File: config.mk
export PLATFORM = sky130hd
export DESIGN_NAME = psl_unit
export DESIGN_NICKNAME = d
export VERILOG_FILES = /design/src/rtl/psl_pkg.sv /design/src/rtl/psl_cc_merge.sv /design/src/rtl/psl_trap_ctrl.sv /design/src/rtl/psl_load_check.sv /design/src/rtl/psl_unit.sv
export SDC_FILE = /design/constraint.sdc
export NUM_CORES = 1
export LEC_CHECK = 0
export BUFFER_PORTS_ARGS = -buffer_cell sky130_fd_sc_hd__buf_4
export CAP_MARGIN = 10
export CORE_MARGIN = 10
export CORE_UTILIZATION = 40
export CTS_CLUSTER_DIAMETER = 100
export DETAILED_ROUTE_END_ITERATION = 16
export PLACE_DENSITY = 0.78
export SYNTH_ARGS = -nofsm -noshare
export SYNTH_HDL_FRONTEND = slang
export SYNTH_SLANG_ARGS = --single-unit
File: constraint.sdc
create_clock -name clk_i -period 2.79 [get_ports clk_i]
set_input_delay 0.1395 -clock clk_i [delete_from_list [all_inputs] [get_ports clk_i]]
set_output_delay 0.1395 -clock clk_i [all_outputs]
set_load 0.02 [all_outputs]
File: src/rtl/psl_pkg.sv
package psl_pkg;
  localparam int PSL_W   = 32;
  localparam int CC_W    = 4;
  localparam int LOW_W   = 8;
  localparam int IPL_W   = 5;
  localparam int IPL_LSB = 16;
  localparam int IPL_MSB = IPL_LSB + IPL_W - 1;
  localparam int T_BIT   = 4;
  localparam int IV_BIT  = 5;
  localparam int TP_BIT  = 30;
  localparam int CM_BIT  = 31;
  localparam int RSVD_W  = (TP_BIT - IPL_MSB - 1) + (IPL_LSB - LOW_W);
endpackage

File: src/rtl/psl_cc_merge.sv
module psl_cc_merge
  import psl_pkg::*;
(
  input  logic [CC_W-1:0] cc_q_i,
  input  logic [CC_W-1:0] flags_i,
  input  logic [CC_W-1:0] mask_i,
  output logic [CC_W-1:0] cc_d_o
);
  for (genvar g = 0; g < CC_W; g++) begin : g_bit
    assign cc_d_o[g] = mask_i[g] ? flags_i[g] : cc_q_i[g];
  end
endmodule

File: src/rtl/psl_trap_ctrl.sv
module psl_trap_ctrl (
  input  logic clk_i,
  input  logic rst_ni,
  input  logic issue_i,
  input  logic retire_i,
  input  logic t_en_i,
  input  logic iv_en_i,
  input  logic int_ovf_i,
  input  logic tp_ld_i,
  input  logic tp_val_i,
  output logic tp_o,
  output logic ovf_trap_o,
  output logic trace_trap_o
);
  logic tp_q;

  always_ff @(posedge clk_i or negedge rst_ni) begin
    if (!rst_ni) begin
      tp_q         <= 1'b0;
      ovf_trap_o   <= 1'b0;
      trace_trap_o <= 1'b0;
    end else begin
      ovf_trap_o   <= retire_i & int_ovf_i & iv_en_i;
      trace_trap_o <= retire_i & tp_q;
      if (tp_ld_i) tp_q <= tp_val_i;
      else         tp_q <= (tp_q & ~retire_i) | (issue_i & t_en_i);
    end
  end

  assign tp_o = tp_q;
endmodule

File: src/rtl/psl_load_check.sv
module psl_load_check
  import psl_pkg::*;
(
  input  logic              cur_cm_i,
  input  logic [IPL_W-1:0]  cur_ipl_i,
  input  logic              new_cm_i,
  input  logic [IPL_W-1:0]  new_ipl_i,
  input  logic [RSVD_W-1:0] new_rsvd_i,
  output logic              ok_o
);
  logic cm_raise, ipl_raise, undef;

  assign cm_raise  = new_cm_i & ~cur_cm_i;
  assign ipl_raise = new_ipl_i > cur_ipl_i;
  assign undef     = |new_rsvd_i;
  assign ok_o      = ~(cm_raise | ipl_raise | undef);
endmodule

File: src/rtl/psl_unit.sv
module psl_unit
  import psl_pkg::*;
#(
  parameter logic [4:0] RESET_IPL = 5'd31
) (
  input  logic              clk_i,
  input  logic              rst_ni,
  input  logic [3:0]        alu_flags_i,
  input  logic [3:0]        cc_mask_i,
  input  logic              int_ovf_i,
  input  logic              issue_i,
  input  logic              retire_i,
  input  logic              irq_req_i,
  input  logic [4:0]        irq_level_i,
  output logic              irq_take_o,
  input  logic              ld_valid_i,
  input  logic              ld_full_i,
  input  logic [31:0]       ld_data_i,
  output logic              ld_ok_o,
  output logic              ovf_trap_o,
  output logic              trace_trap_o,
  output logic [31:0]       psl_o
);
  logic [LOW_W-1:0] low_q;
  logic [IPL_W-1:0] ipl_q;
  logic             cm_q;
  logic             tp;
  logic [CC_W-1:0]  cc_d;
  logic             full_ok, ld_acc, full_acc;
  logic [RSVD_W-1:0] new_rsvd;

  assign new_rsvd = {ld_data_i[TP_BIT-1:IPL_MSB+1], ld_data_i[IPL_LSB-1:LOW_W]};

  psl_cc_merge i_cc (
    .cc_q_i  (low_q[CC_W-1:0]),
    .flags_i (alu_flags_i),
    .mask_i  (cc_mask_i),
    .cc_d_o  (cc_d)
  );

  psl_load_check i_chk_ld (
    .cur_cm_i   (cm_q),
    .cur_ipl_i  (ipl_q),
    .new_cm_i   (ld_data_i[CM_BIT]),
    .new_ipl_i  (ld_data_i[IPL_MSB:IPL_LSB]),
    .new_rsvd_i (new_rsvd),
    .ok_o       (full_ok)
  );

  assign ld_ok_o  = ld_valid_i & (~ld_full_i | full_ok);
  assign ld_acc   = ld_ok_o;
  assign full_acc = ld_ok_o & ld_full_i;

  psl_trap_ctrl i_trap (
    .clk_i        (clk_i),
    .rst_ni       (rst_ni),
    .issue_i      (issue_i),
    .retire_i     (retire_i),
    .t_en_i       (low_q[T_BIT]),
    .iv_en_i      (low_q[IV_BIT]),
    .int_ovf_i    (int_ovf_i),
    .tp_ld_i      (full_acc),
    .tp_val_i     (ld_data_i[TP_BIT]),
    .tp_o         (tp),
    .ovf_trap_o   (ovf_trap_o),
    .trace_trap_o (trace_trap_o)
  );

  always_ff @(posedge clk_i or negedge rst_ni) begin
    if (!rst_ni) begin
      low_q <= '0;
      ipl_q <= RESET_IPL;
      cm_q  <= 1'b0;
    end else if (ld_acc) begin
      low_q <= ld_data_i[LOW_W-1:0];
      if (ld_full_i) begin
        ipl_q <= ld_data_i[IPL_MSB:IPL_LSB];
        cm_q  <= ld_data_i[CM_BIT];
      end
    end else if (retire_i) begin
      low_q[CC_W-1:0] <= cc_d;
    end
  end

  assign irq_take_o = irq_req_i & (irq_level_i > ipl_q);

  always_comb begin
    psl_o                  = '0;
    psl_o[LOW_W-1:0]       = low_q;
    psl_o[IPL_MSB:IPL_LSB] = ipl_q;
    psl_o[TP_BIT]          = tp;
    psl_o[CM_BIT]          = cm_q;
  end
endmodule

==> reports/qor.csv, run 1 <==
metric,value,unit
synth_common_cells,"buf_4, mux2_2, dfrtp_1",
rows,19,
diodes,0,
grt_max_degree,18,
vias_per_cell,4.72,
final.setup_skew,0.0135,ns
ys_warn_count,0,
timing.rr.end,low_q[6],
num_vias,1019,
setup_viol,0,
synth_compound_area_frac,0.0822,
startpoint,ipl_q[4],
synth_fa_ha_area_frac,0.105,
min_period_over_period,0.953,
crit_fanout,9,
r2r-start,ipl_q[4],
synth-main-ff-cell,dfrtp_1,
gr-total-overflow,0,
coreArea,0.00281,mm2
setup_tns,0,ns
firstDrtPassIters,3,
critPathLaunchType,register,
leakagePower,0.000876,uW
irDropWorstVdd,0.000212,V
crit_path_end_kind,primary output,
setup_ws,0.132,ns
layout.nets,249,
worstPathRequired,2.65,ns
grtUsageTotal,0.124,
drive_gt1_frac,0.557,
die_x,74.5,um
die_area,0.00555,mm2
synth_seq_cells,17,
ys_types,25,
synth_edf_count,0,
synth_top_family_by_area,multiplexers,
final.fill_count,249,
insertion_delay,0.29,ns
die_h,74.5,um
gp_congestion,0.819,
root_buffer,clkbuf_4,
syn_area,0.00119,mm2
yosysTopAreaCell,dfrtp_1,
hp-class,input port to register,
synth-xor-area-share,0,
antenna_found_initial,0,
initial_core_util,0.423,
max_clock_freq,0.376,GHz
synthMuxAreaShare,0.180,
area_growth,43.7,%
p_per_area,371,mW/mm2
async_flop_share,1.00,
r2r_setup_slack,0.37,ns
synth_top_area_share,0.253,
grt_pass1_wl,5410,um
cts_tree,yes,
min_period,2.66,ns
io_pins,89,
drt_iter0_drc,16,
ctsLongestPathBuffers,2,
syn_area_per_cell,10.4,um2
place_ws,0.296,ns
p_total,632,uW
cts_sinks,17,
final-hold-violation-count,0,
status,finished clean,
clk_pin_slew,0.11,ns
cts_made_buffers,3,
crit_type,register to primary output,
synth-seq-area-share,0.364,
crit_arrival,2.52,ns
postCtsSetupRepairBufs,0,
cap_violations,0,
antenna_left,0,
reg2reg_depth,7,
synth-simple-area-share,0.0980,
wl_per_cell,16.1,um
drc,0,
synth_cells,114,
h-tree-depth,1,
slew_viol_final,0,
wl,3480,um
synth_area_leaders,"dfrtp_1, mux2_2, buf_4, dfstp_2, ha_1",
yosysMostFrequentCell,buf_4,
io_buffers,71,
hold_depth,2,
place_hpwl,3060,um
grt_pass1_vias,1218,
cp-endpoint,ld_ok_o,
==> through the flow <==
| stage | utilization | instances | hold slack [ns] | instance area (um2) |
|---|---|---|---|---|
| final | 0.608 | 216 | 0.0698 | 1710 |
| after global placement | 0.592 | 211 | 0.0137 | 1660 |
| after global routing | 0.608 | 216 | 0.0591 | 1710 |
| after detailed placement | 0.592 | 211 | 0.0128 | 1660 |
| after CTS | 0.606 | 216 | 0.0640 | 1700 |
| after floorplan | - | 130 | -0.156 | 1250 |
==> cells in the final DEF (no fill, tap or decap), drive strengths merged, types with 3 or more instances in the layout <==
cell,Yosys,routed
nor4,3,3
clkbuf,0,3
buf,21,71
o21ai,4,4
mux2,19,19
dfrtp,12,12
conb,1,17
a21oi,3,3
nand2,9,9
dfstp,5,5
inv,11,11
ha,10,10
==> cell type report <==
class,count,area [um2],area share
inverters,11,41.3,0.0242
flip-flops and latches,17,432,0.253
clock inverters,1,5.00,0.00293
clock buffers,3,22.5,0.0132
well taps,31,38.8,0.0227
repair buffers,72,543,0.318
multi-input cells,81,624,0.366
==> routing by layer <==
layer	global-route usage	vias to the layer above	wire length (um)
li1	-	493	-
met1	0.111	464	1160
met2	0.225	58	1700
met3	0.0705	4	567
met4	0.0525	0	48
met5	0	-	0
==> how the worst min path moves through the flow <==
stage                           to         start
after floorplan               cm_q        rst_ni
after global placement        cm_q        rst_ni
after detailed placement  low_q[7]        rst_ni
after CTS                 low_q[5]  ld_data_i[5]
after global routing      low_q[2]  ld_data_i[2]
final                     low_q[5]  ld_data_i[5]
==> flip-flops by register name, summed over array words and instances (netlist names) <==
name	count
i_trap.ovf_trap_o	1
cm_q	1
ipl_q	5
i_trap.tp_o	1
low_q	8
i_trap.trace_trap_o	1
==> critical path: stages, from the launching register on <==
cell and delay (ns):
dfstp_2 0.56, inv_1 0.06, ha_1 0.30, nand4_1 0.11, or2_2 0.33, a2111oi_2 0.48, o21ai_4 0.17, inv_1 0.09
buf_4 0.14
==> kinds of logic after synthesis <==
family          Yosys count
mux                      19
simple gates             23
flops                    17
buf+inv                  32
other cells               1
fa+ha+maj                10
compound gates           12
==> power by group <==
group	leakage (uW)	internal (uW)	switching, uW	total [uW]
registers	0.000198	268	14.2	283
clock network	0.0000177	53.3	79.0	132
logic	0.000660	112	105	217
total	0.000876	434	199	632
==> what timing repair did <==
action                                 4_1_cts  5_1_grt
gates resized for setup                      0        1
endpoints found under the hold margin       17        0
hold buffers                                 1        0
setup endpoints to repair                    0        1
No activity file was read; power rests on OpenSTA's default activity.
==> inputs of run 2 (changes only) <==
- CORE_UTILIZATION: 40 -> 39
- CTS_BUF_LIST: default -> sky130_fd_sc_hd__clkbuf_4
- PLACE_DENSITY: 0.78 -> 0.76
==> reports/qor.csv, run 2 (synthesis results as in run 1) <==
metric,value,unit,change
status,finished clean,,
holdWs,0.0766,ns,+0.00684 ns
clk_pin_slew,0.10,ns,about the same
drc,0,,unchanged
vias_per_cell,4.79,,+1.5%
root_buffer,clkbuf_4,,
final-hold-violation-count,0,,unchanged
crit_family,compound AO/OA/AOI/OAI gates,,
cts_sinks,17,,unchanged
crit_path_end_kind,primary output,,
critPathLaunchType,register,,
worstPathCellList,inv_1 -> ha_1 -> nand4_1 -> o221ai_1 -> a2111oi_4 -> o21ai_4 -> inv_1 -> buf_4,,
place_ws,0.323,ns,+0.0266 ns
final.fill_count,257,,+3.2%
grtUsageTotal,0.120,,-0.00444
place_hpwl,3020,um,-1.2%
top_register,low_q,,
antenna_found_initial,0,,unchanged
hp-class,input port to register,,
final.setup_skew,0.00203,ns,-0.0115 ns
crit_type,register to primary output,,
path_buf_inv,3,,unchanged
crit_fanout,9,,unchanged
insertion_delay,0.29,ns,about the same
p_per_area,368,mW/mm2,-0.57%
max_clock_freq,0.381,GHz,+1.4%
min_period,2.62,ns,-0.0361 ns
irDropWorstVdd,0.000285,V,+34%
die_x,75.2,um,+0.93%
cp_common_cell,inv_1,,
seq_area,432,um2,unchanged
area_growth,44.8,%,
setup_tns,0,ns,unchanged
cts_made_buffers,3,,unchanged
postCtsSetupRepairBufs,0,,unchanged
layout_commonest_cell,buf_4,,
cap_violations,0,,unchanged
slew_viol_final,0,,unchanged
crit_arrival,2.48,ns,-0.04 ns
rows,19,,unchanged
io_buffers,71,,unchanged
h-tree-depth,1,,unchanged
layout_common_cells,"buf_4, mux2_2, conb_1, dfrtp_1, inv_1",,
reg_top3,"low_q (8), ipl_q (5)",,
coreArea,0.00283,mm2,+0.85%
cts_tree,yes,,
io_pins,89,,unchanged
dp.cells,211,,unchanged
num_vias,1034,,+1.5%
min_period_over_period,0.940,,-0.0129
setup_viol,0,,unchanged
cp_slowest_stage_delay,0.56,ns,about the same
antenna_left,0,,unchanged
ctsLongestPathBuffers,2,,unchanged
fin_cells,216,,unchanged
firstDrtPassIters,4,,+1
drt_iter0_drc,3,,-13
drive_gt1_frac,0.557,,unchanged
initial_core_util,0.420,,-0.00356
largest_reg_flops,8,,unchanged
setup_ws,0.168,ns,+0.0361 ns
worstPathRequired,2.65,ns,about the same
gr-total-overflow,0,,unchanged
leakagePower,0.000876,uW,about the same
grt_pass1_vias,1160,,-4.8%
grt_max_degree,18,,unchanged
multi_input_area,637,um2,+2.0%
fin_util,0.608,,-0.000689
rsz0062_at_grt,no,,
diodes,0,,unchanged
wl_per_cell,15.9,um,-0.98%
grt_pass1_wl,5220,um,-3.4%
cpMaxStageDelayCell,dfstp_2,,
wl,3440,um,-0.98%
layout.nets,249,,unchanged
gp_congestion,0.776,,-5.2%
die_area,0.00565,mm2,+1.9%
die_h,75.2,um,+0.93%
## run 2: cell counts in the layout (fill, tap and decap cells not counted)
No cell type changed its count.
## run 2: area by class of cell
type / instances / share of cell area
Multi-Input combinational cell: 81 / 0.370
Tap cell: 31 / 0.0226
Inverter: 11 / 0.0240
Clock buffer: 3 / 0.0131
Clock inverter: 1 / 0.00291
Timing Repair Buffer: 72 / 0.316
Sequential cell: 17 / 0.251
## run 2: per-layer routing
| layer | share of wire | vias to the layer above | track usage |
|---|---|---|---|
| met5 | 0 | - | 0 |
| met4 | 0.0035 | 0 | 0.0309 |
| met3 | 0.17 | 2 | 0.0696 |
| met2 | 0.49 | 59 | 0.213 |
| met1 | 0.34 | 480 | 0.116 |
| li1 | - | 493 | - |
## run 2: repair_timing
action	in CTS	in global routing
hold buffers	1	0
resized for setup	0	2
endpoints found under the hold margin	17	0
endpoints found under the setup margin	0	1
## run 2: per-stage QoR
stage / cell area (um2) / total power [uW]
floorplan: 1250 / 414
global placement: 1660 / 495
detailed placement: 1660 / 502
CTS: 1700 / 640
global route: 1720 / 677
finish: 1720 / 633
## run 2: worst paths after layout
kind / cells after the start / from / to / slack [ns]
min in group asynchronous: 2 / rst_ni / low_q[0] / 0.24
worst max register to register: 7 / ipl_q[4] / low_q[2] / 0.34
worst min register to register: 1 / i_trap.tp_o / i_trap.trace_trap_o / 0.53
worst min-delay path: 2 / ld_data_i[30] / i_trap.tp_o / 0.08
max in group asynchronous: 2 / rst_ni / ipl_q[1] / 2.30
worst max-delay path: 8 / ipl_q[4] / ld_ok_o / 0.17
## run 2: where the power goes
group / switching [uW] / internal (uW)
logic: 107 / 112
registers: 12.6 / 268
clock network: 79.9 / 53.2
total: 199 / 434
